<file path="src/rtl/tic_pkg.sv">
package tic_pkg;
  localparam int INSN_W = 32;
  localparam int CADDR_W = 12;
  localparam int REG_W = 5;
  localparam int FN_W = 3;
  localparam logic [6:0] SYS_OPC = 7'b1110011;

  typedef enum logic [1:0] {
    PICK_NONE = 2'd0,
    PICK_DEC  = 2'd1,
    PICK_CSR  = 2'd2
  } pick_e;
endpackage

</file>
<file path="src/rtl/tic_age_cmp.sv">
module tic_age_cmp #(
  parameter int PTR_W = 6,
  parameter int OFS_W = 4
) (
  input  logic             a_flag,
  input  logic [PTR_W-1:0] a_idx,
  input  logic [OFS_W-1:0] a_ofs,
  input  logic             b_flag,
  input  logic [PTR_W-1:0] b_idx,
  input  logic [OFS_W-1:0] b_ofs,
  output logic             a_older
);
  logic same_ptr;
  logic ptr_older;

  always_comb begin
    same_ptr = (a_flag == b_flag) && (a_idx == b_idx);
    if (a_flag == b_flag) ptr_older = (a_idx < b_idx);
    else                  ptr_older = (a_idx > b_idx);
    a_older = same_ptr ? (a_ofs < b_ofs) : ptr_older;
  end
endmodule

</file>
<file path="src/rtl/tic_csr_pack.sv">
module tic_csr_pack
  import tic_pkg::*;
(
  input  logic [CADDR_W-1:0] addr,
  input  logic [REG_W-1:0]   rs,
  input  logic [FN_W-1:0]    fn,
  input  logic [REG_W-1:0]   rd,
  output logic [INSN_W-1:0]  insn
);
  // field layout R6
  assign insn = {addr, rs, fn, rd, SYS_OPC};
endmodule

</file>
<file path="src/rtl/tic_src_sel.sv">
module tic_src_sel
  import tic_pkg::*;
#(
  parameter int PTR_W = 6,
  parameter int OFS_W = 4
) (
  input  logic              dec_vld,
  input  logic [INSN_W-1:0] dec_insn,
  input  logic              dec_flag,
  input  logic [PTR_W-1:0]  dec_idx,
  input  logic [OFS_W-1:0]  dec_ofs,
  input  logic              csr_vld,
  input  logic [INSN_W-1:0] csr_insn,
  input  logic              csr_flag,
  input  logic [PTR_W-1:0]  csr_idx,
  input  logic [OFS_W-1:0]  csr_ofs,
  output logic              c_vld,
  output logic [INSN_W-1:0] c_insn,
  output logic              c_flag,
  output logic [PTR_W-1:0]  c_idx,
  output logic [OFS_W-1:0]  c_ofs,
  output pick_e             pick
);
  logic csr_first;

  tic_age_cmp #(.PTR_W(PTR_W), .OFS_W(OFS_W)) u_cmp (
    .a_flag (csr_flag), .a_idx (csr_idx), .a_ofs (csr_ofs),
    .b_flag (dec_flag), .b_idx (dec_idx), .b_ofs (dec_ofs),
    .a_older(csr_first)
  );

  // decode wins ties, CSR only when strictly older
  always_comb begin
    if (csr_vld && (!dec_vld || csr_first)) pick = PICK_CSR;
    else if (dec_vld)                       pick = PICK_DEC;
    else                                    pick = PICK_NONE;
  end

  always_comb begin
    c_vld = (pick != PICK_NONE);
    if (pick == PICK_CSR) begin
      c_insn = csr_insn;
      c_flag = csr_flag;
      c_idx  = csr_idx;
      c_ofs  = csr_ofs;
    end else begin
      c_insn = dec_insn;
      c_flag = dec_flag;
      c_idx  = dec_idx;
      c_ofs  = dec_ofs;
    end
  end

  always_comb begin
    if (dec_vld || csr_vld) p_sel_live_r5: assert (pick != PICK_NONE);
  end
endmodule

</file>
<file path="src/rtl/tic_entry_reg.sv">
module tic_entry_reg
  import tic_pkg::*;
#(
  parameter int PTR_W = 6,
  parameter int OFS_W = 4
) (
  input  logic              clk,
  input  logic              rst_n,
  input  logic              clr,
  input  logic              take,
  input  logic [INSN_W-1:0] d_insn,
  input  logic              d_flag,
  input  logic [PTR_W-1:0]  d_idx,
  input  logic [OFS_W-1:0]  d_ofs,
  output logic              q_vld,
  output logic [INSN_W-1:0] q_insn,
  output logic              q_flag,
  output logic [PTR_W-1:0]  q_idx,
  output logic [OFS_W-1:0]  q_ofs
);
  always_ff @(posedge clk or negedge rst_n) begin
    if (!rst_n) begin
      q_vld <= 1'b0;
    end else if (clr) begin
      q_vld <= 1'b0;
    end else if (take) begin
      q_vld <= 1'b1;
    end
  end

  // payload needs no reset; it is qualified by q_vld
  always_ff @(posedge clk) begin
    if (!clr && take) begin
      q_insn <= d_insn;
      q_flag <= d_flag;
      q_idx  <= d_idx;
      q_ofs  <= d_ofs;
    end
  end

  p_load_r2: assert property (@(posedge clk) disable iff (!rst_n)
    (take && !clr) |=> (q_vld && q_insn == $past(d_insn) && q_idx == $past(d_idx)));
endmodule

</file>
<file path="src/rtl/trap_insn_capture.sv">
module trap_insn_capture
  import tic_pkg::*;
#(
  parameter int PTR_W = 6,
  parameter int OFS_W = 4
) (
  input  logic               clk,
  input  logic               rst_n,
  input  logic               flush_i,
  input  logic               rdclr_i,
  input  logic               dec_vld,
  input  logic [31:0]        dec_insn,
  input  logic               dec_ptr_flag,
  input  logic [PTR_W-1:0]   dec_ptr_idx,
  input  logic [OFS_W-1:0]   dec_ofs,
  input  logic               csr_vld,
  input  logic [11:0]        csr_addr,
  input  logic [4:0]         csr_rs,
  input  logic [2:0]         csr_fn,
  input  logic [4:0]         csr_rd,
  input  logic               csr_ptr_flag,
  input  logic [PTR_W-1:0]   csr_ptr_idx,
  input  logic [OFS_W-1:0]   csr_ofs,
  output logic               out_vld,
  output logic [31:0]        out_insn,
  output logic               out_ptr_flag,
  output logic [PTR_W-1:0]   out_ptr_idx,
  output logic [OFS_W-1:0]   out_ofs
);
  logic [INSN_W-1:0] csr_insn;
  logic              c_vld;
  logic [INSN_W-1:0] c_insn;
  logic              c_flag;
  logic [PTR_W-1:0]  c_idx;
  logic [OFS_W-1:0]  c_ofs;
  pick_e             pick;
  logic              c_older;
  logic              clr;
  logic              take;

  tic_csr_pack u_pack (
    .addr(csr_addr), .rs(csr_rs), .fn(csr_fn), .rd(csr_rd), .insn(csr_insn)
  );

  tic_src_sel #(.PTR_W(PTR_W), .OFS_W(OFS_W)) u_sel (
    .dec_vld (dec_vld), .dec_insn(dec_insn), .dec_flag(dec_ptr_flag),
    .dec_idx (dec_ptr_idx), .dec_ofs(dec_ofs),
    .csr_vld (csr_vld), .csr_insn(csr_insn), .csr_flag(csr_ptr_flag),
    .csr_idx (csr_ptr_idx), .csr_ofs(csr_ofs),
    .c_vld(c_vld), .c_insn(c_insn), .c_flag(c_flag), .c_idx(c_idx),
    .c_ofs(c_ofs), .pick(pick)
  );

  tic_age_cmp #(.PTR_W(PTR_W), .OFS_W(OFS_W)) u_age (
    .a_flag(c_flag), .a_idx(c_idx), .a_ofs(c_ofs),
    .b_flag(out_ptr_flag), .b_idx(out_ptr_idx), .b_ofs(out_ofs),
    .a_older(c_older)
  );

  assign clr  = flush_i || rdclr_i;
  assign take = c_vld && (!out_vld || c_older);

  tic_entry_reg #(.PTR_W(PTR_W), .OFS_W(OFS_W)) u_reg (
    .clk(clk), .rst_n(rst_n), .clr(clr), .take(take),
    .d_insn(c_insn), .d_flag(c_flag), .d_idx(c_idx), .d_ofs(c_ofs),
    .q_vld(out_vld), .q_insn(out_insn), .q_flag(out_ptr_flag),
    .q_idx(out_ptr_idx), .q_ofs(out_ofs)
  );

  p_flush_r7: assert property (@(posedge clk) disable iff (!rst_n)
    flush_i |=> !out_vld);

  p_rdclr_r8: assert property (@(posedge clk) disable iff (!rst_n)
    rdclr_i |=> !out_vld);

  p_hold_r9: assert property (@(posedge clk) disable iff (!rst_n)
    (!flush_i && !rdclr_i && !dec_vld && !csr_vld) |=>
      ($stable(out_vld) && $stable(out_insn) && $stable(out_ptr_idx) && $stable(out_ofs)));

  p_fill_r2: assert property (@(posedge clk) disable iff (!rst_n)
    (!out_vld && !flush_i && !rdclr_i && (dec_vld || csr_vld)) |=> out_vld);

  p_keep_younger_r3: assert property (@(posedge clk) disable iff (!rst_n)
    (out_vld && !clr && !c_older) |=> (out_vld && $stable(out_insn) && $stable(out_ptr_idx)));
endmodule

</file>
<file path="config.mk">
export PLATFORM = sky130hd
export DESIGN_NAME = trap_insn_capture
export DESIGN_NICKNAME = d
export VERILOG_FILES = /design/src/rtl/tic_pkg.sv /design/src/rtl/tic_age_cmp.sv /design/src/rtl/tic_csr_pack.sv /design/src/rtl/tic_src_sel.sv /design/src/rtl/tic_entry_reg.sv /design/src/rtl/trap_insn_capture.sv
export SDC_FILE = /design/constraint.sdc
export NUM_CORES = 1
export LEC_CHECK = 0
export BUFFER_PORTS_ARGS = -buffer_cell sky130_fd_sc_hd__buf_2
export CAP_MARGIN = 20
export CORE_MARGIN = 2
export CORE_UTILIZATION = 30
export DETAILED_ROUTE_END_ITERATION = 7
export GPL_TIMING_DRIVEN = 0
export PLACE_DENSITY = 0.54
export SLEW_MARGIN = 25
export SYNTH_ARGS = -nofsm -noshare
export SYNTH_HDL_FRONTEND = slang
export SYNTH_SLANG_ARGS = --single-unit
</file>
<file path="constraint.sdc">
create_clock -name clk -period 4.6 [get_ports clk]
set_clock_uncertainty 0.15 [all_clocks]
set_input_delay 0.23 -clock clk [delete_from_list [all_inputs] [get_ports clk]]
set_output_delay 0.23 -clock clk [all_outputs]
set_load 0.05 [all_outputs]
</file>
==> results of run 1 <==
power by group through the flow:
stage / sequential, uW / clock (uW) / combinational (uW)
2_1_floorplan: 575 / 0 / 153
3_5_place_dp: 493 / 0 / 334
4_1_cts: 484 / 306 / 336
6_report: 484 / 293 / 334
3_3_place_gp: 494 / 0 / 325
5_1_grt: 486 / 324 / 365
what timing repair did:
action                                  in CTS  in global routing
endpoints found under the hold margin        1                  0
endpoints found under the setup margin       0                 34
buffers inserted                             0                  4
gates resized for setup                      0                  0
hold buffers                                 1                  0
registers in the layout, summed over array words and instances (netlist names):
signal / count
u_reg.q_ofs: 4
u_reg.q_idx: 6
u_reg.q_flag: 1
u_reg.q_vld: 1
u_reg.q_insn: 32
layout make-up:
type,instances,area [um2]
Buffer,5,47.5
Clock buffer,6,72.6
Clock inverter,2,35.0
Fill cell,763,4250
Inverter,22,100
Multi-Input combinational cell,115,1020
Sequential cell,44,1320
Tap cell,102,128
Timing Repair Buffer,136,722
metal layers:
| metal | GRT usage | routed length [um] | vias up |
|---|---|---|---|
| met5 | 0 | 0 | - |
| met4 | 0.0417 | 93 | 0 |
| met3 | 0.0306 | 449 | 8 |
| met2 | 0.219 | 2700 | 79 |
| met1 | 0.147 | 2340 | 855 |
| li1 | - | - | 956 |
synth_stat cells:
master    instances
mux2_2           25
mux2_4            1
ha_1             18
o221ai_2          1
dfrtp_1           1
mux2i_1           2
nor2_1            8
clkbuf_1          1
o21bai_2          1
o31a_1            1
nand2b_1          1
or2b_2            1
a21oi_1           4
edfxtp_1         43
o21ai_0          14
nor2b_1           1
a221oi_2          1
and4_1            1
nand4_1           1
nand3_1           3
a221oi_1          1
a21o_1            3
inv_1            22
a31oi_1           1
xor2_1            1
buf_4             3
buf_2             1
or4b_4            1
or2_2             5
o21bai_1          1
nand3b_1          1
xnor2_1           3
nand2_1          14
worst max-delay path, delay by kind of cell:
family | cells | cell delay (ns)
buf+inv | 5 | 0.81
xor+xnor | 2 | 0.30
compound gates | 4 | 0.98
fa+ha+maj | 2 | 0.52
simple gates | 5 | 0.98
mux | 1 | 0.26
logic make-up after synthesis:
| group | Yosys count | synth area share |
|---|---|---|
| compound gates | 28 | 0.0779 |
| simple gates | 37 | 0.0784 |
| flops | 44 | 0.553 |
| xor+xnor | 4 | 0.0147 |
| mux | 28 | 0.133 |
| buf+inv | 27 | 0.0479 |
| fa+ha+maj | 18 | 0.0947 |
worst paths after layout:
path / start / to / cells past startpoint
max reg2reg: u_reg.q_idx[5]$_DFFE_PP_ / u_reg.q_insn[15]$_DFFE_PP_ / 10
min reg2reg: u_reg.q_vld$_DFFE_PN0P_ / u_reg.q_vld$_DFFE_PN0P_ / 1
min: flush_i / u_reg.q_vld$_DFFE_PN0P_ / 3
min in group asynchronous: rst_n / u_reg.q_vld$_DFFE_PN0P_ / 2
max: dec_ptr_idx[5] / u_reg.q_insn[15]$_DFFE_PP_ / 19
max in group asynchronous: rst_n / u_reg.q_vld$_DFFE_PN0P_ / 2
cell usage in the layout (no fill, tap or decap), drive strengths merged, types with 3 or more instances in the layout:
cell / n
a21o: 3
a21oi: 4
buf: 139
clkbuf: 7
edfxtp: 43
ha: 18
inv: 22
mux2: 26
nand2: 14
nand3: 3
nor2: 8
o21ai: 14
or2: 5
xnor2: 3
metrics by stage:
| step | cells | TNS (ns) | total power, uW | utilization | hold slack, ns |
|---|---|---|---|---|---|
| after global routing | 432 | 0 | 1180 | 0.447 | 0.0351 |
| after detailed placement | 419 | -6.47 | 828 | 0.428 | -0.144 |
| final | 432 | 0 | 1110 | 0.447 | 0.0250 |
| after floorplan | 186 | -3.38 | 727 | - | -0.216 |
| after CTS | 428 | 0 | 1130 | 0.443 | 0.00334 |
| after global placement | 416 | -49.57 | 819 | 0.423 | -0.141 |
==> impl_metrics.env, run 1 <==
export IMPL_ir_drop_mv=0.125
export IMPL_crit_chain="buf_2, inv_12, ha_4, and4_1, nand3_1, or4b_4, o21ai_1, o21bai_4, buf_4, mux2i_1, ha_1, nand2_1, nor2_1, a31oi_1, xnor2_1, xnor2_1, a221oi_4, buf_4, buf_6"
export IMPL_cellLeakagePower_uw=0.00158
export IMPL_finalInstanceArea_mm2=0.00344
export IMPL_port_buffers=128
export IMPL_cts_sinks=44
export IMPL_globalRouteOverflowTotal=0
export IMPL_switching_share=0.303
export IMPL_worst_slew_pin_slew_ns=0.531
export IMPL_synthesis_nets=289
export IMPL_cts_tree="built"
export IMPL_start_util=0.309
export IMPL_top_level_ports=129
export IMPL_p_int_uw=774
export IMPL_worst_slack_ns=0.365
export IMPL_synthCells=186
export IMPL_slowest_delay_ns=0.55
export IMPL_fmax_mhz=236
export IMPL_maxSlewHeadroom=0.646
export IMPL_antenna_found_initial=0
export IMPL_path_class="in -> reg"
export IMPL_grt_pass1_wl_mm=8.42
export IMPL_required_ns=4.45
export IMPL_start_kind="input port"
export IMPL_dp_hpwl_mm=4.48
export IMPL_rsz0062_at_grt="false"
export IMPL_dp_slack_ns=-0.283
export IMPL_maxCapViolCount=0
export IMPL_gp_congestion=0.783
export IMPL_drt_iter0_markers=26
export IMPL_htreeDepth=2
export IMPL_die_area_mm2=0.00866
export IMPL_die_w_um=93.0
export IMPL_clockBufferDepth=2
export IMPL_cts_buffers_inserted=5
export IMPL_core_area_mm2=0.00769
export IMPL_grt_pass1_vias=1806
export IMPL_ys_top_cells_by_area="edfxtp_1 (54%), mux2_2 (12%), ha_1 (9.5%), inv_1 (3.5%), o21ai_0 (2.9%)"
export IMPL_yosys_area_top_type="edfxtp_1"
export IMPL_drt_vias_per_instance=4.39
export IMPL_ys_seq_area_frac=0.553
export IMPL_dr_pass1_iters=2
export IMPL_setup_viol=0
export IMPL_cts_clk_slew_worst_paths_ns=0.09
export IMPL_ys_types=33
export IMPL_layout_min_cycle_time_ns=4.24
export IMPL_rows=32
export IMPL_placed_area_mm2=0.00329
export IMPL_finish_net_count=432
export IMPL_insertion_delay_ns=0.30
export IMPL_syn_area_per_cell_um2=12.8
export IMPL_ant_nets=0
export IMPL_routed_wl_mm=5.58
export IMPL_rrSetupSlack_ns=1.87
export IMPL_cp_slowest_cell="or4b_4"
export IMPL_finalCritPeriodShare=0.921
export IMPL_synth_seq_cells=44
export IMPL_cts_root_buffer="clkbuf_8"
export IMPL_grtUsageTotal=0.124
export IMPL_grt_max_degree=15
export IMPL_synth_top_area_frac=0.543
export IMPL_arrival_ns=4.09
export IMPL_final_hold_violation_count=0
export IMPL_syn_area_mm2=0.00238
export IMPL_slew_violations=0
export IMPL_die_height_um=93.0
export IMPL_seq_power_share=0.436
export IMPL_drive_gt1_frac=0.585
export IMPL_status="completed"
export IMPL_post_route_drc_count=0
export IMPL_critPathMaxFanout=14
export IMPL_wl_per_cell_um=12.9
export IMPL_min_path_type="in -> reg"
export IMPL_clockPowerShare=0.264
export IMPL_syn_to_final_growth_pct=44.5
export IMPL_worst_setup_path_end_kind="flip-flop"
export IMPL_via_count=1898
export IMPL_ys_warn_count=0
export IMPL_combinationalPowerShare=0.301
export IMPL_antenna_cells=0
export IMPL_powerDensity_mw_per_mm2=323
export IMPL_switching_power_uw=336
(Power assumes the default switching activity.)
==> inputs of run 2 (changes only) <==
CORE_ASPECT_RATIO = 2   (was unset)
==> impl_metrics.env, run 2 (same netlist as run 1, synthesis figures left out) <==
export IMPL_reg_largest_list="u_reg.q_insn x32, u_reg.q_idx x6, u_reg.q_ofs x4"
export IMPL_min_path_type="in -> reg"
export IMPL_cts_clk_slew_worst_paths_ns=0.06
export IMPL_whs_path_depth=3
export IMPL_arrival_ns=4.06
export IMPL_cts_tree="built"
export IMPL_die_height_um=130
export IMPL_worst_setup_path_end_kind="flip-flop"
export IMPL_status="completed"
export IMPL_syn_to_final_growth_pct=45.3
export IMPL_dr_pass1_iters=4
export IMPL_finalInstanceArea_mm2=0.00346
export IMPL_cp_slowest_cell="or4b_4"
export IMPL_clockBufferDepth=2
export IMPL_post_route_drc_count=0
export IMPL_fin_setup_tns_ns=0
export IMPL_grt_pass1_vias=1955
export IMPL_cts_resized=0
export IMPL_grt_pass1_wl_mm=8.53
export IMPL_wl_per_cell_um=13.0
export IMPL_cts_root_buffer="clkbuf_16"
export IMPL_worstHoldStart="flush_i"
export IMPL_crit_chain="buf_2, inv_12, ha_4, and4_1, nand3_1, or4b_4, o21ai_1, o21bai_4, clkbuf_8, o21ai_1, ha_1, nand4_1, o21bai_1, a31oi_1, xnor2_1, xnor2_1, a221oi_4, buf_6"
export IMPL_start_kind="input port"
export IMPL_mostFrequentLayoutCells="buf_2 (128), edfxtp_1 (43), mux2_2 (25)"
export IMPL_die_area_mm2=0.00870
export IMPL_layout_min_cycle_time_ns=4.23
export IMPL_final_hold_violation_count=0
export IMPL_ir_drop_mv=0.248
export IMPL_worst_slew_pin_slew_ns=0.489
export IMPL_gp_congestion=0.800
export IMPL_maxCapViolCount=0
export IMPL_ant_nets=0
export IMPL_path_class="in -> reg"
export IMPL_die_w_um=67.0
export IMPL_cts_buffers_inserted=5
export IMPL_rr_worst_depth=9
export IMPL_routed_wl_mm=5.50
export IMPL_finish_net_count=428
export IMPL_port_buffers=128
export IMPL_grt_max_degree=16
export IMPL_drt_iter0_markers=63
export IMPL_top_register="u_reg.q_insn"
export IMPL_start_util=0.304
export IMPL_top_level_ports=129
export IMPL_maxSlewHeadroom=0.674
export IMPL_critPathMaxFanout=14
export IMPL_via_count=1909
export IMPL_cellLeakagePower_uw=0.00159
export IMPL_drive_gt1_frac=0.580
export IMPL_rr_startpoint="u_reg.q_idx[5]$_DFFE_PP_"
export IMPL_rsz0062_at_grt="false"
export IMPL_powerDensity_mw_per_mm2=352
export IMPL_required_ns=4.43
export IMPL_slowest_delay_ns=0.56
export IMPL_core_area_mm2=0.00783
export IMPL_htreeDepth=2
export IMPL_antenna_cells=0
export IMPL_slew_violations=0
export IMPL_antenna_found_initial=0
export IMPL_setup_viol=0
export IMPL_insertion_delay_ns=0.28
export IMPL_path_buf_inv=4
export IMPL_dp_hpwl_mm=4.50
export IMPL_drt_vias_per_instance=4.52
export IMPL_postCtsHoldBufs=1
export IMPL_grtUsageTotal=0.128
export IMPL_rows=46
export IMPL_globalRouteOverflowTotal=0
export IMPL_min_to="u_reg.q_vld$_DFFE_PN0P_"
export IMPL_finalCritPeriodShare=0.919
export IMPL_crit_family="compound AO/OA/AOI/OAI gates"
export IMPL_largest_reg_flops=32
export IMPL_placed_area_mm2=0.00328
export IMPL_cts_sinks=44
export IMPL_mostFrequentLayoutCell="buf_2"
export IMPL_n_fill_cell=777
export IMPL_rrSetupSlack_ns=1.90
export IMPL_postCtsSetupBuffers=0
export IMPL_reg2reg_to="u_reg.q_insn[22]$_DFFE_PP_"
export IMPL_fmax_mhz=237
==> run 2: report_power, final <==
group / total, uW / internal (uW) / switching (uW)
registers: 485 / 478 / 7.42
logic: 328 / 133 / 195
clock network: 402 / 255 / 147
==> run 2: how the worst max path moves through the flow <==
stage | end | from | depth (start not counted)
2_1_floorplan | u_reg.q_flag$_DFFE_PP_ | dec_ptr_idx[5] | 16
3_3_place_gp | u_reg.q_insn[17]$_DFFE_PP_ | dec_ptr_idx[5] | 17
3_5_place_dp | u_reg.q_insn[19]$_DFFE_PP_ | dec_ptr_idx[5] | 18
4_1_cts | u_reg.q_insn[17]$_DFFE_PP_ | dec_ptr_idx[5] | 18
5_1_grt | u_reg.q_insn[6]$_SDFFCE_PP1P_ | dec_ptr_idx[5] | 18
6_report | u_reg.q_insn[22]$_DFFE_PP_ | dec_ptr_idx[5] | 18
==> run 2: layout make-up <==
type	instances	area [um2]	share of cell area
multi-input cells	115	1020	0.294
well taps	96	120	0.0348
repair buffers	132	688	0.199
clock buffers	5	125	0.0362
clock inverters	3	42.5	0.0123
inverters	22	100	0.0290
flip-flops and latches	44	1320	0.381
plain buffers	5	47.5	0.0138
==> run 2: worst min-delay path: stages <==
cell and delay (ns):
buf_2 0.07, nor2_1 0.04, o31a_1 0.09
==> run 2: metal layers <==
layer  share of wire  global-route usage  vias up  wire length [um]
li1                -                   -      950                 -
met1            0.41               0.145      847              2250
met2            0.48               0.221      108              2620
met3            0.11              0.0474        4               610
met4          0.0044              0.0408        0                24
met5               0                   0        -                 0
==> run 2: through the flow <==
stage / util / setup WS [ns] / instances / power (uW) / hold slack (ns)
after detailed placement: 0.419 / 0.0496 / 413 / 826 / -0.142
after CTS: 0.441 / 0.321 / 422 / 1230 / 0.0275
after floorplan: - / -0.0787 / 186 / 727 / -0.216
after global placement: 0.414 / -1.08 / 410 / 817 / -0.143
final: 0.441 / 0.372 / 422 / 1220 / 0.0359
after global routing: 0.441 / 0.0948 / 422 / 1280 / 0.0525
